--- src/rtl/sat_pkg.sv ---
package sat_pkg;
  // Framing codes, as decoded from the two-bit selector
  typedef enum logic [1:0] {
    FMT_DELAYED  = 2'b00,
    FMT_LEFT     = 2'b01,
    FMT_RJ_FULL  = 2'b10,
    FMT_RJ_TRUNC = 2'b11
  } sat_fmt_e;
endpackage

--- src/rtl/sat_clkgen.sv ---
// Serial clock divider and frame slot counter. DIV must be a power of two >= 2.
module sat_clkgen #(
  parameter int DIV   = 4,
  parameter int FRM_W = 6
) (
  input  logic             clk,
  input  logic             rst,
  output logic             tick,
  output logic             sclk,
  output logic [FRM_W-1:0] slot_nxt
);
  localparam int DIV_W = $clog2(DIV);

  logic [DIV_W-1:0] div_q;
  logic [DIV_W-1:0] div_n;
  logic [FRM_W-1:0] slot_q;

  assign div_n    = div_q + 1'b1;
  assign tick     = (div_q == DIV_W'(DIV - 1));
  assign slot_nxt = slot_q + 1'b1;

  always_ff @(posedge clk) begin
    if (rst) begin
      div_q  <= '0;
      slot_q <= '1;   // first tick opens slot 0 of the left channel
      sclk   <= 1'b0;
    end else begin
      div_q <= div_n;
      sclk  <= div_n[DIV_W-1];
      if (tick) slot_q <= slot_nxt;
    end
  end
endmodule

--- src/rtl/sat_sample_hold.sv ---
// Captures sample pairs, keeps a frame-coherent right sample, applies negation.
module sat_sample_hold #(
  parameter int SW = 20
) (
  input  logic          clk,
  input  logic          rst,
  input  logic [SW-1:0] smp_left,
  input  logic [SW-1:0] smp_right,
  input  logic          smp_valid,
  input  logic          take_left,
  input  logic          sel_right,
  input  logic          invert,
  output logic [SW-1:0] word
);
  localparam logic [SW-1:0] MOST_NEG = {1'b1, {(SW-1){1'b0}}};
  localparam logic [SW-1:0] MOST_POS = ~MOST_NEG;

  logic [SW-1:0] hold_l, hold_r, pair_r;
  logic [SW-1:0] raw;

  assign raw = sel_right ? pair_r : hold_l;

  always_comb begin
    if (!invert)              word = raw;
    else if (raw == MOST_NEG) word = MOST_POS;
    else                      word = (~raw) + 1'b1;
  end

  always_ff @(posedge clk) begin
    if (rst) begin
      hold_l <= '0;
      hold_r <= '0;
      pair_r <= '0;
    end else begin
      if (smp_valid) begin
        hold_l <= smp_left;
        hold_r <= smp_right;
      end
      // right word of the frame is frozen when the left word is loaded
      if (take_left) pair_r <= hold_r;
    end
  end
endmodule

--- src/rtl/sat_shifter.sv ---
// One MSB-first shifter; framing only changes the load alignment.
module sat_shifter
  import sat_pkg::*;
#(
  parameter int SW  = 20,
  parameter int TW  = 16,
  parameter int SHW = 24   // must exceed SW
) (
  input  logic          clk,
  input  logic          rst,
  input  logic          tick,
  input  logic          load,
  input  sat_fmt_e      fmt,
  input  logic [SW-1:0] word,
  output logic          sdata
);
  logic [SHW-1:0] sh_q;
  logic [SHW-1:0] load_word;

  always_comb begin
    case (fmt)
      FMT_RJ_TRUNC: load_word = {word[SW-1 -: TW], {(SHW-TW){1'b0}}};
      default:      load_word = {word, {(SHW-SW){1'b0}}};
    endcase
  end

  always_ff @(posedge clk) begin
    if (rst) begin
      sh_q <= '0;
    end else if (tick) begin
      sh_q <= load ? load_word : {sh_q[SHW-2:0], 1'b0};
    end
  end

  assign sdata = sh_q[SHW-1];
endmodule

--- src/rtl/serial_audio_tx.sv ---
module serial_audio_tx
  import sat_pkg::*;
#(
  parameter int SAMPLE_W  = 20,
  parameter int TRUNC_W   = 16,
  parameter int SLOT_W    = 24,
  parameter int HALF_BITS = 32,
  parameter int DIV       = 4
) (
  input  logic                clk,
  input  logic                rst,
  input  logic [SAMPLE_W-1:0] smp_left,
  input  logic [SAMPLE_W-1:0] smp_right,
  input  logic                smp_valid,
  input  logic [1:0]          fmt_sel,
  input  logic                phase_inv,
  output logic                sclk_o,
  output logic                wclk_o,
  output logic                sdata_o
);
  localparam int FRM_W          = $clog2(2 * HALF_BITS);
  localparam int POS_W          = FRM_W - 1;
  localparam int RJ_FULL_START  = HALF_BITS - SAMPLE_W;
  localparam int RJ_TRUNC_START = HALF_BITS - TRUNC_W;

  sat_fmt_e            fmt;
  logic                tick;
  logic [FRM_W-1:0]    slot_nxt;
  logic                half_nxt;
  logic [POS_W-1:0]    pos_nxt;
  logic [POS_W-1:0]    start_pos;
  logic                load;
  logic                take_left;
  logic [SAMPLE_W-1:0] word;
  logic                wclk_q;

  assign fmt      = sat_fmt_e'(fmt_sel);
  assign half_nxt = slot_nxt[FRM_W-1];
  assign pos_nxt  = slot_nxt[POS_W-1:0];

  always_comb begin
    case (fmt)
      FMT_DELAYED: start_pos = POS_W'(1);
      FMT_LEFT:    start_pos = '0;
      FMT_RJ_FULL: start_pos = POS_W'(RJ_FULL_START);
      default:     start_pos = POS_W'(RJ_TRUNC_START);
    endcase
  end

  assign load      = tick && (pos_nxt == start_pos);
  assign take_left = load && !half_nxt;

  sat_clkgen #(.DIV(DIV), .FRM_W(FRM_W)) u_clkgen (
    .clk      (clk),
    .rst      (rst),
    .tick     (tick),
    .sclk     (sclk_o),
    .slot_nxt (slot_nxt)
  );

  sat_sample_hold #(.SW(SAMPLE_W)) u_hold (
    .clk       (clk),
    .rst       (rst),
    .smp_left  (smp_left),
    .smp_right (smp_right),
    .smp_valid (smp_valid),
    .take_left (take_left),
    .sel_right (half_nxt),
    .invert    (phase_inv),
    .word      (word)
  );

  sat_shifter #(.SW(SAMPLE_W), .TW(TRUNC_W), .SHW(SLOT_W)) u_shift (
    .clk   (clk),
    .rst   (rst),
    .tick  (tick),
    .load  (load),
    .fmt   (fmt),
    .word  (word),
    .sdata (sdata_o)
  );

  // word clock: low on left for the delayed framing, high on left otherwise
  always_ff @(posedge clk) begin
    if (rst)       wclk_q <= (fmt == FMT_DELAYED);
    else if (tick) wclk_q <= (fmt == FMT_DELAYED) ? half_nxt : ~half_nxt;
  end

  assign wclk_o = wclk_q;
endmodule

--- config.mk ---
export PLATFORM = sky130hd
export DESIGN_NAME = serial_audio_tx
export DESIGN_NICKNAME = d
export VERILOG_FILES = /design/src/rtl/sat_pkg.sv /design/src/rtl/sat_clkgen.sv /design/src/rtl/sat_sample_hold.sv /design/src/rtl/sat_shifter.sv /design/src/rtl/serial_audio_tx.sv
export SDC_FILE = /design/constraint.sdc
export NUM_CORES = 1
export LEC_CHECK = 0
export BUFFER_PORTS_ARGS = -buffer_cell sky130_fd_sc_hd__buf_2
export CAP_MARGIN = 30
export CORE_MARGIN = 4
export CORE_UTILIZATION = 53
export CTS_CLUSTER_DIAMETER = 100
export DETAILED_ROUTE_END_ITERATION = 8
export GPL_ROUTABILITY_DRIVEN = 0
export HOLD_SLACK_MARGIN = 0.02
export PLACE_DENSITY = 0.79
export SLEW_MARGIN = 20
export SYNTH_ARGS = -nofsm -noshare
export SYNTH_HDL_FRONTEND = slang
export SYNTH_HIERARCHICAL = 1
export SYNTH_SLANG_ARGS = --single-unit
--- constraint.sdc ---
create_clock -name clk -period 3.42 [get_ports clk]
set_clock_uncertainty 0.2 [all_clocks]
set_input_delay 0.342 -clock clk [delete_from_list [all_inputs] [get_ports clk]]
set_output_delay 0.342 -clock clk [all_outputs]
set_load 0.05 [all_outputs]
# Word-level counts from Yosys, hierarchy flattened
# Cells that the tools add are included.
[word_totals]
wordCells = 33
regBits = 94
[classes]
n_eq_ne = 6
bitwise = 2
reduce_logical = 5
addsub = 3
muxes = 9
[ops]
columns = ["op", "count"]
rows = [
  ["$mux 20", 3],
  ["$mux 24", 1],
  ["$add 20x1->20 const B", 1],
  ["$eq 20x20->1 const B", 1],
  ["$not 20->20", 1],
  ["$pmux 5 s3", 1],
  ["$mux 8", 1],
  ["$add 6x1->6 const B", 1],
  ["$eq 2x2->1 const B", 3],
  ["$eq 5x5->1", 1],
  ["$mux 1", 3],
  ["$add 2x1->2 const B", 1],
  ["$eq 2x1->1 const B", 1],
  ["$logic_and 1x1->1", 2],
  ["$logic_not 2->1", 1],
  ["$reduce_bool 2->1", 1],
  ["$logic_not 1->1", 1],
  ["$not 1->1", 1],
]

# Logic depth before layout (Yosys ltp)
# Gate-level depths: netlist of run 1.
[logic_depth]
depth_word = 8
depth_mapped = 17

# Cells and area by module
# Netlist of run 1, hierarchy kept.
[modules_own_cells]
columns = ["mod", "cells_each", "instances", "area_each_um2"]
rows = [
  ["sat_sample_hold", 331, 1, 3094.2],
  ["sat_shifter", 92, 1, 892.1],
  ["sat_clkgen", 41, 1, 399.1],
  ["serial_audio_tx", 16, 1, 127.6],
]

# Worst setup path after synthesis of run 1
# OpenSTA, ideal clock, no wires.
[synth_path]
path_type = "reg-to-reg"
start = "register u_clkgen.slot_q[0]"
end = "register u_shift.sh_q[11]"
t_required_ps = 3134
setup_slack_ps = -150
stages_incl_launch_ff = 17
synth_period_minus_slack_ps = 3570
arrival_ps = 3285
n_path_buf = 5
cell_sequence = "dfxtp_1 > nand2_1 > nor2_1 > xor2_1 > buf_6 > buf_6 > buf_2 > buf_2 > mux2i_1 > ha_1 > o21a_1 > and4_1 > nand3_2 > buf_4 > nand2_1 > mux2i_1 > a211oi_1"
[synth_between]
elab_chain_len = 7
word_cells_on_any_way = 10
[synth_lines]
columns = ["element", "line_no", "text"]
rows = [
  ["from (decl)", "sat_clkgen.sv:16", "logic [FRM_W-1:0] slot_q;"],
  ["from (signal assigned)", "sat_clkgen.sv:30", "if (tick) slot_q <= slot_nxt;"],
  ["$add 6x1->6 *", "sat_clkgen.sv:20", "assign slot_nxt = slot_q + 1'b1;"],
  ["named net slot_nxt[5]", "serial_audio_tx.sv:28", "logic [FRM_W-1:0] slot_nxt;"],
  ["$mux 20 *", "sat_sample_hold.sv:21", "assign raw = sel_right ? pair_r : hold_l;"],
  ["$not 20->20", "sat_sample_hold.sv:26", "else word = (~raw) + 1'b1;"],
  ["$add 20x1->20", "sat_sample_hold.sv:26", ""],
  ["$mux 20", "sat_sample_hold.sv:25", "else if (raw == MOST_NEG) word = MOST_POS;"],
  ["$mux 20 *", "sat_sample_hold.sv:24", "if (!invert) word = raw;"],
  ["named net word[7]", "serial_audio_tx.sv:34", "logic [SAMPLE_W-1:0] word;"],
  ["$mux 24 *", "sat_shifter.sv:31", "sh_q <= load ? load_word : {sh_q[SHW-2:0], 1'b0};"],
  ["to (signal assigned)", "sat_shifter.sv:31", ""],
  ["to (decl)", "sat_shifter.sv:17", "logic [SHW-1:0] sh_q;"],
]
# Mark *: on every way through the listed nets, which the timed path passes. The rest lies on a longest branch.
# A chain may end at the register's enable or synchronous reset.

# Worst setup path after layout of run 1
[layout_path]
start = "register u_clkgen.slot_q[4]"
end = "register u_shift.sh_q[23]"
# Same word-level chain as after synthesis.

==> results.md, run 1 <==
- Die height: around 100 um
- R2R setup slack: between 150 and 200 ps
- Synth top area share: 39.0%
- Multi-input gate area: about 0.0026 mm^2
- CP required: between 3000 and 4000 ps
- Syn nets: 529
- Clock transition at path regs: ~100 ps
- Worst-path maximum fanout: 12
- CTS tree: built
- Setup TNS Final: 0 ps
- Routed wire length: 10400 um
- Leading area contributor after synthesis: dfxtp_1
- Slew Limit Headroom: between 50% and 60%
- Register area: between 0.0015 and 0.002 mm^2
- Crit path DAT: 3320 ps
- Ys async rst share: 0%
- Row cnt: 33
- Fillers: between 600 and 700
- Core ar.: 0.00826 mm^2
- CTS Buf Count: 9
- Max Cap Violations: 0
- Main combinational cell family by area after synthesis: multiplexers
- Chip width: about 100 um
- Max Slew Vio Count: 0
- Mux contribution to synthesized area: a little over a fifth
- Synth Instances: between 400 and 500
- Final net count: ~610
- EDFF count, synth: 1
- Synthesized flop and latch total: 89
- Adder-Cell Fraction of Synth Area: less than 1%
- Top post-synthesis cells by area: dfxtp_1 39%, mux2i_1 21%, nor2_1 7.6%
- Status: finished clean
- Ant. Diodes: 0
- All-Layer GR Usage: between 20% and 30%
- Area grow syn2layout: 21.8%
- CP Capture Type: flop
- Post-synthesis compound-gate area fraction: 11.6%
- Remaining DRCs: 0
- Leakage Power: around 2.3 nW
- Top FF cell, synth: dfxtp_1
- Syn_area_per_cell: about 9.4 um^2
- Via count: roughly 3800
- Yosys warns: 6
- Distinct cells, synth: 61
- Clock Sinks: 89
- VDD IR max: 0.408 mV
- Root Driver: clkbuf_8
- Starting DRT DRC Count: slightly below 300
- Final worst path period need: roughly 3300 ps
- XOR/XNOR Fraction of Synth Area: under 10%
- Top cell by count, worst path: buf_4
- Register area share after synthesis: between 30 and 40%
- Most frequent cells in the layout: 93 x mux2i_1, 91 x nor2_1, 86 x dfxtp_1, 48 x buf_2, 26 x buf_4
- H-tree depth: 3
- Vias in the first global route: 3595
- Vias per cell: ~5.6
- P per Cell Area: around 500 mW/mm^2
- Final setup fails: 0
- I/O Pins: 49
- Synthesized area: 0.00451 mm^2
- Starting density of the core: 54.7%
- Post-Synth Simple-Gate Area: 18.3%
- Crit path kind: flop to flop
- Antenna-violating nets left: 0
- Largest net degree at the start of global routing: 57
- DIE AREA: a little over 0.01 mm^2
- Hold Violations, Final: 0
- Slew @ Worst Pin: 697 ps
- 1st-pass router iterations: 4
- Clock latency at the later pin of the worst-skew pair: between 300 and 400 ps
- Initial antenna violation count: 0
- Commonest non-fill, non-tap cell in the layout: mux2i_1
- Startpoint types: flop
- Longest Clk Path Bufs: 2
- CP Cell Sequence: nand3_2 > nor2_1 > buf_4 > xor2_4 > buf_12 > buf_4 > buf_4 > nor4_2 > nor2_1 > nor3_4 > and3_1 > o22ai_1 > mux2i_1 > a211oi_1
- Grt total ovfl: 0
- Post-DP HPWL: 6790 um
- Port buffer count: 48
- Crit-path max cell delay: roughly 540 ps
- Path type of the worst min-delay path: input port to flop
- RSZ-0062 raised after global routing: yes
- CP max-delay cell: nor2_1
- First-pass GRT wire length: approximately 17000 um
- Layout cells sized above 1: ~22%
- Fmax: between 300 and 400 MHz
- Final period util: 95.3%
- Avg WL per Cell: approximately 16 um
- WHS: slightly above 30 ps
power by group:
group          switching [mW]  internal, mW
Combinational           0.438         0.376
Clock                   0.383         0.442
Sequential             0.0386          1.09
layout make-up:
| cell class | count | share of cell area [%] |
|---|---|---|
| multi-input cells | 358 | 48.2 |
| repair buffers | 96 | 12.3 |
| well taps | 105 | 2.39 |
| clock inverters | 6 | 1.78 |
| inverters | 3 | 0.205 |
| clock buffers | 10 | 2.50 |
| flip-flops and latches | 89 | 32.7 |
registers in the layout (all words and copies together), names as in the netlist:
name and flops:
u_hold/hold_r 20, u_shift/sh_q 20, wclk_o 1, u_hold/hold_l 20
u_clkgen/sclk 1, u_clkgen/div_q 1, u_hold/pair_r 20, u_clkgen/slot_q 6
final timing paths:
kind         cells past startpoint          startpoint                end
min reg2reg                      1   u_clkgen/div_q[0]  u_clkgen/div_q[0]
min                              3        smp_right[3]   u_hold/hold_r[3]
max                             14  u_clkgen/slot_q[4]   u_shift/sh_q[23]
max reg2reg                     14  u_clkgen/slot_q[4]   u_shift/sh_q[23]
Yosys cell counts, types with 5 or more instances:
cell	instances
mux2i_1	93
nor2_1	91
dfxtp_1	88
nand2_1	23
a211oi_1	19
clkbuf_1	16
xnor2_1	15
a21oi_1	10
nor3_1	8
o21ai_0	8
xor2_1	7
buf_2	6
nand2b_1	6
nor2b_1	6
nor3b_1	6
nand3_1	5
worst max-delay path: cells and delay by family (launching register included):
kind	cells	cell delay [ps]
AO/OA/AOI/OAI	2	420
XOR/XNOR	1	210
buffers and inverters	4	640
flip-flops	1	410
multiplexers	1	110
AND/OR/NAND/NOR	6	1180
metrics by stage:
stage / total power, mW / utilization (%) / setup WS (ps) / cell area (um^2) / instances
floorplan: 1.68 / - / 34.7 / 4530 / 480
global placement: 1.83 / 59.5 / 180 / 4910 / 623
detailed placement: 1.86 / 59.7 / -1.14 / 4930 / 624
CTS: 2.71 / 65.2 / 50.9 / 5390 / 663
global route: 2.89 / 66.5 / -25.7 / 5500 / 667
finish: 2.77 / 66.5 / 162 / 5500 / 667
routing by layer:
metal / vias up / part of all wire [%] / global-route usage (%)
met4: 0 / 2.1 / 5.70
met3: 23 / 4.7 / 4.31
met1: 1789 / 44 / 27.3
met2: 82 / 49 / 34.7
li1: 1860 / - / -
met5: - / 0 / 0
repair_timing:
item,4_1_cts,5_1_grt
setup buffers,3,3
gates resized for setup,0,11
cloned,0,1
hold buffers,20,0
setup endpoints to repair,2,19
endpoints found under the hold margin,20,0
logic make-up after synthesis:
group | Yosys count
adder cells (fa/ha/maj) | 3
multiplexers | 96
XOR/XNOR | 22
AND/OR/NAND/NOR | 169
flip-flops | 89
AO/OA/AOI/OAI | 67
buffers and inverters | 34
Power figures use the tool's default switching activity.
==> run 2, diff against run 1 <==
- CORE_MARGIN: 4 -> 2
==> run 2 against run 1 <==
Total power decreased by 7.2%. Register-to-register slack better by 110 ps. Flip-flop and latch count is the same. First-iteration DRC count is 33% lower. Worst setup slack better by 110 ps. Critical endpoint is now u_shift/sh_q[15]. Global-route usage is 1.9 points higher. Combinational power is 4.2% lower. Fmax is 3.5% higher. Via count shrank 0.27%.
==> results.md, run 2 (synthesis gave the netlist of run 1 again) <==
- Status: finished clean
- CTS tree: built
- Vias per cell: roughly 5.7
- Sw Share: between 30% and 40%
- Vias in the first global route: about 3600
- Most frequent cells in the layout: 91 x nor2_1, 91 x mux2i_1, 86 x dfxtp_1, 48 x buf_2, 23 x nand2_1
- Avg WL per Cell: approximately 15 um
- Largest net degree at the start of global routing: 50
- Antenna-violating nets left: 0
- Critical path endpoint: u_shift/sh_q[15]
- R2r startpoint: u_clkgen/slot_q[4]
- Combinational share of power: 30.3%
- Clk pwr share: between 20% and 30%
- Slew @ Worst Pin: approximately 850 ps
- Fillers: between 600 and 700
- Die height: roughly 96 um
- Longest Clk Path Bufs: 2
- P per Cell Area: around 480 mW/mm^2
- Total power: about 2.6 mW
- Area grow syn2layout: 18.7%
- Max Slew Vio Count: 0
- Grt total ovfl: 0
- VDD IR max: about 0.30 mV
- CP required: 3490 ps
- Final worst path period need: 3150 ps
- Psw: around 0.86 mW
- Routed wire length: roughly 10000 um
- Core ar.: between 0.008 and 0.009 mm^2
- Root Driver: clkbuf_8
- Crit path kind: flop to flop
- Row cnt: 33
- Hold Violations, Final: 0
- Layout cells sized above 1: between 20 and 25%
- All-Layer GR Usage: 22.7%
- Post-layout util: about two thirds
- I/O Pins: between 40 and 50
- Startpoint types: flop
- Path type of the worst min-delay path: input port to flop
- FF-to-FF End: u_shift/sh_q[15]
- CP Capture Type: flop
- Chip width: just under 100 um
- Slew Limit Headroom: roughly 44%
- Final period util: between 90% and 100%
- First-pass GRT wire length: roughly 16000 um
- Cell Int Power: ~1.7 mW
- Clock latency at the later pin of the worst-skew pair: between 300 and 400 ps
- 1st-pass router iterations: 5
- Post-DP HPWL: between 6000 and 7000 um
- Leakage Power: 2.18 nW
- Final net count: 599
- Remaining DRCs: 0
- Clock transition at path regs: roughly 100 ps
- Clock Sinks: between 80 and 90
- Starting DRT DRC Count: 196
- Ant. Diodes: 0
- Final setup fails: 0
- H-tree depth: 3
- Crit. Startpoint: u_clkgen/slot_q[4]
- Port buffer count: 48
- R2R depth: 14
- Fmax: about 320 MHz
- Sequential Power Share: between 40% and 50%
- DIE AREA: around 0.0093 mm^2
- Initial antenna violation count: 0
- CTS Buf Count: 9
- Crit path DAT: about 3200 ps
- R2R setup slack: about 270 ps
- Via count: around 3700
- Max Cap Violations: 0
- Starting density of the core: 54.9%
- Worst-path maximum fanout: 9
## run 2: changes by cell type in the layout (fill, tap and decap cells not counted), moves of 2 or more
cell	change
mux2i_1	-2
clkinv_2	+2
clkinv_4	-2
bufinv_16	-2
buf_4	-6
mux2i_2	+2
dlygate4sd3_1	-2
clkinvlp_4	+2
## run 2: how the worst min path moves through the flow
stage / start / to / slack (ps) / cells past startpoint
floorplan: u_clkgen/div_q[0] / u_clkgen/div_q[0] / 190 / 1
global placement: u_clkgen/div_q[0] / u_clkgen/div_q[0] / 200 / 1
detailed placement: u_clkgen/div_q[0] / u_clkgen/div_q[0] / 210 / 1
CTS: smp_right[5] / u_hold/hold_r[5] / 20 / 3
global route: smp_left[9] / u_hold/hold_l[9] / 30 / 3
finish: smp_right[2] / u_hold/hold_r[2] / 30 / 3
## run 2: layer usage
layer | vias up | routed length (um) | share of wire, % | global-route usage [%]
met5 | - | 0 | 0 | 0
met4 | 0 | 287 | 2.8 | 10.1
met3 | 32 | 501 | 4.9 | 3.76
met2 | 123 | 4920 | 48 | 36.2
met1 | 1746 | 4480 | 44 | 30.1
li1 | 1843 | - | - | -
## run 2: through the flow
step	TNS [ps]	hold slack [ps]	instance area [um^2]	worst slack (ps)	std cells
floorplan	0	189	4530	34.7	480
global placement	0	198	4880	225	619
detailed placement	0	210	4900	90.2	620
CTS	0	20.0	5260	40.2	654
global route	-38.1	28.7	5360	-24.3	660
finish	0	27.2	5360	273	660
## run 2: power by group through the flow
stage / sequential, mW / combinational [mW] / clock (mW)
floorplan: 1.15 / 0.525 / 0
global placement: 1.15 / 0.658 / 0
detailed placement: 1.15 / 0.686 / 0
CTS: 1.12 / 0.707 / 0.672
global route: 1.13 / 0.844 / 0.714
finish: 1.13 / 0.779 / 0.661
## run 2: repair_timing
item | 4_1_cts | 5_1_grt
setup buffers | 0 | 5
endpoints found under the hold margin | 18 | 0
hold buffers | 18 | 0
gates resized for setup | 0 | 8
setup endpoints to repair | 0 | 19
## run 2: layout make-up
class | instances | area, um^2 | area share (%)
inverter | 3 | 11.3 | 0.210
sequential | 89 | 1790 | 33.5
timing repair buffer | 89 | 622 | 11.6
tap | 105 | 131 | 2.45
clock inverter | 7 | 51.3 | 0.958
clock buffer | 9 | 124 | 2.31
multi-input combinational | 358 | 2620 | 48.9
## run 2: critical path, stage by stage, from the launching register on
cell	delay [ps]
dfxtp_1	410
nand3_2	110
nor2_1	100
buf_4	170
xor2_4	160
buf_12	140
mux2i_2	250
ha_1	240
o21a_1	200
and4_1	280
nand3_2	180
buf_4	230
nand2_1	70
mux2i_1	70
a211oi_1	260
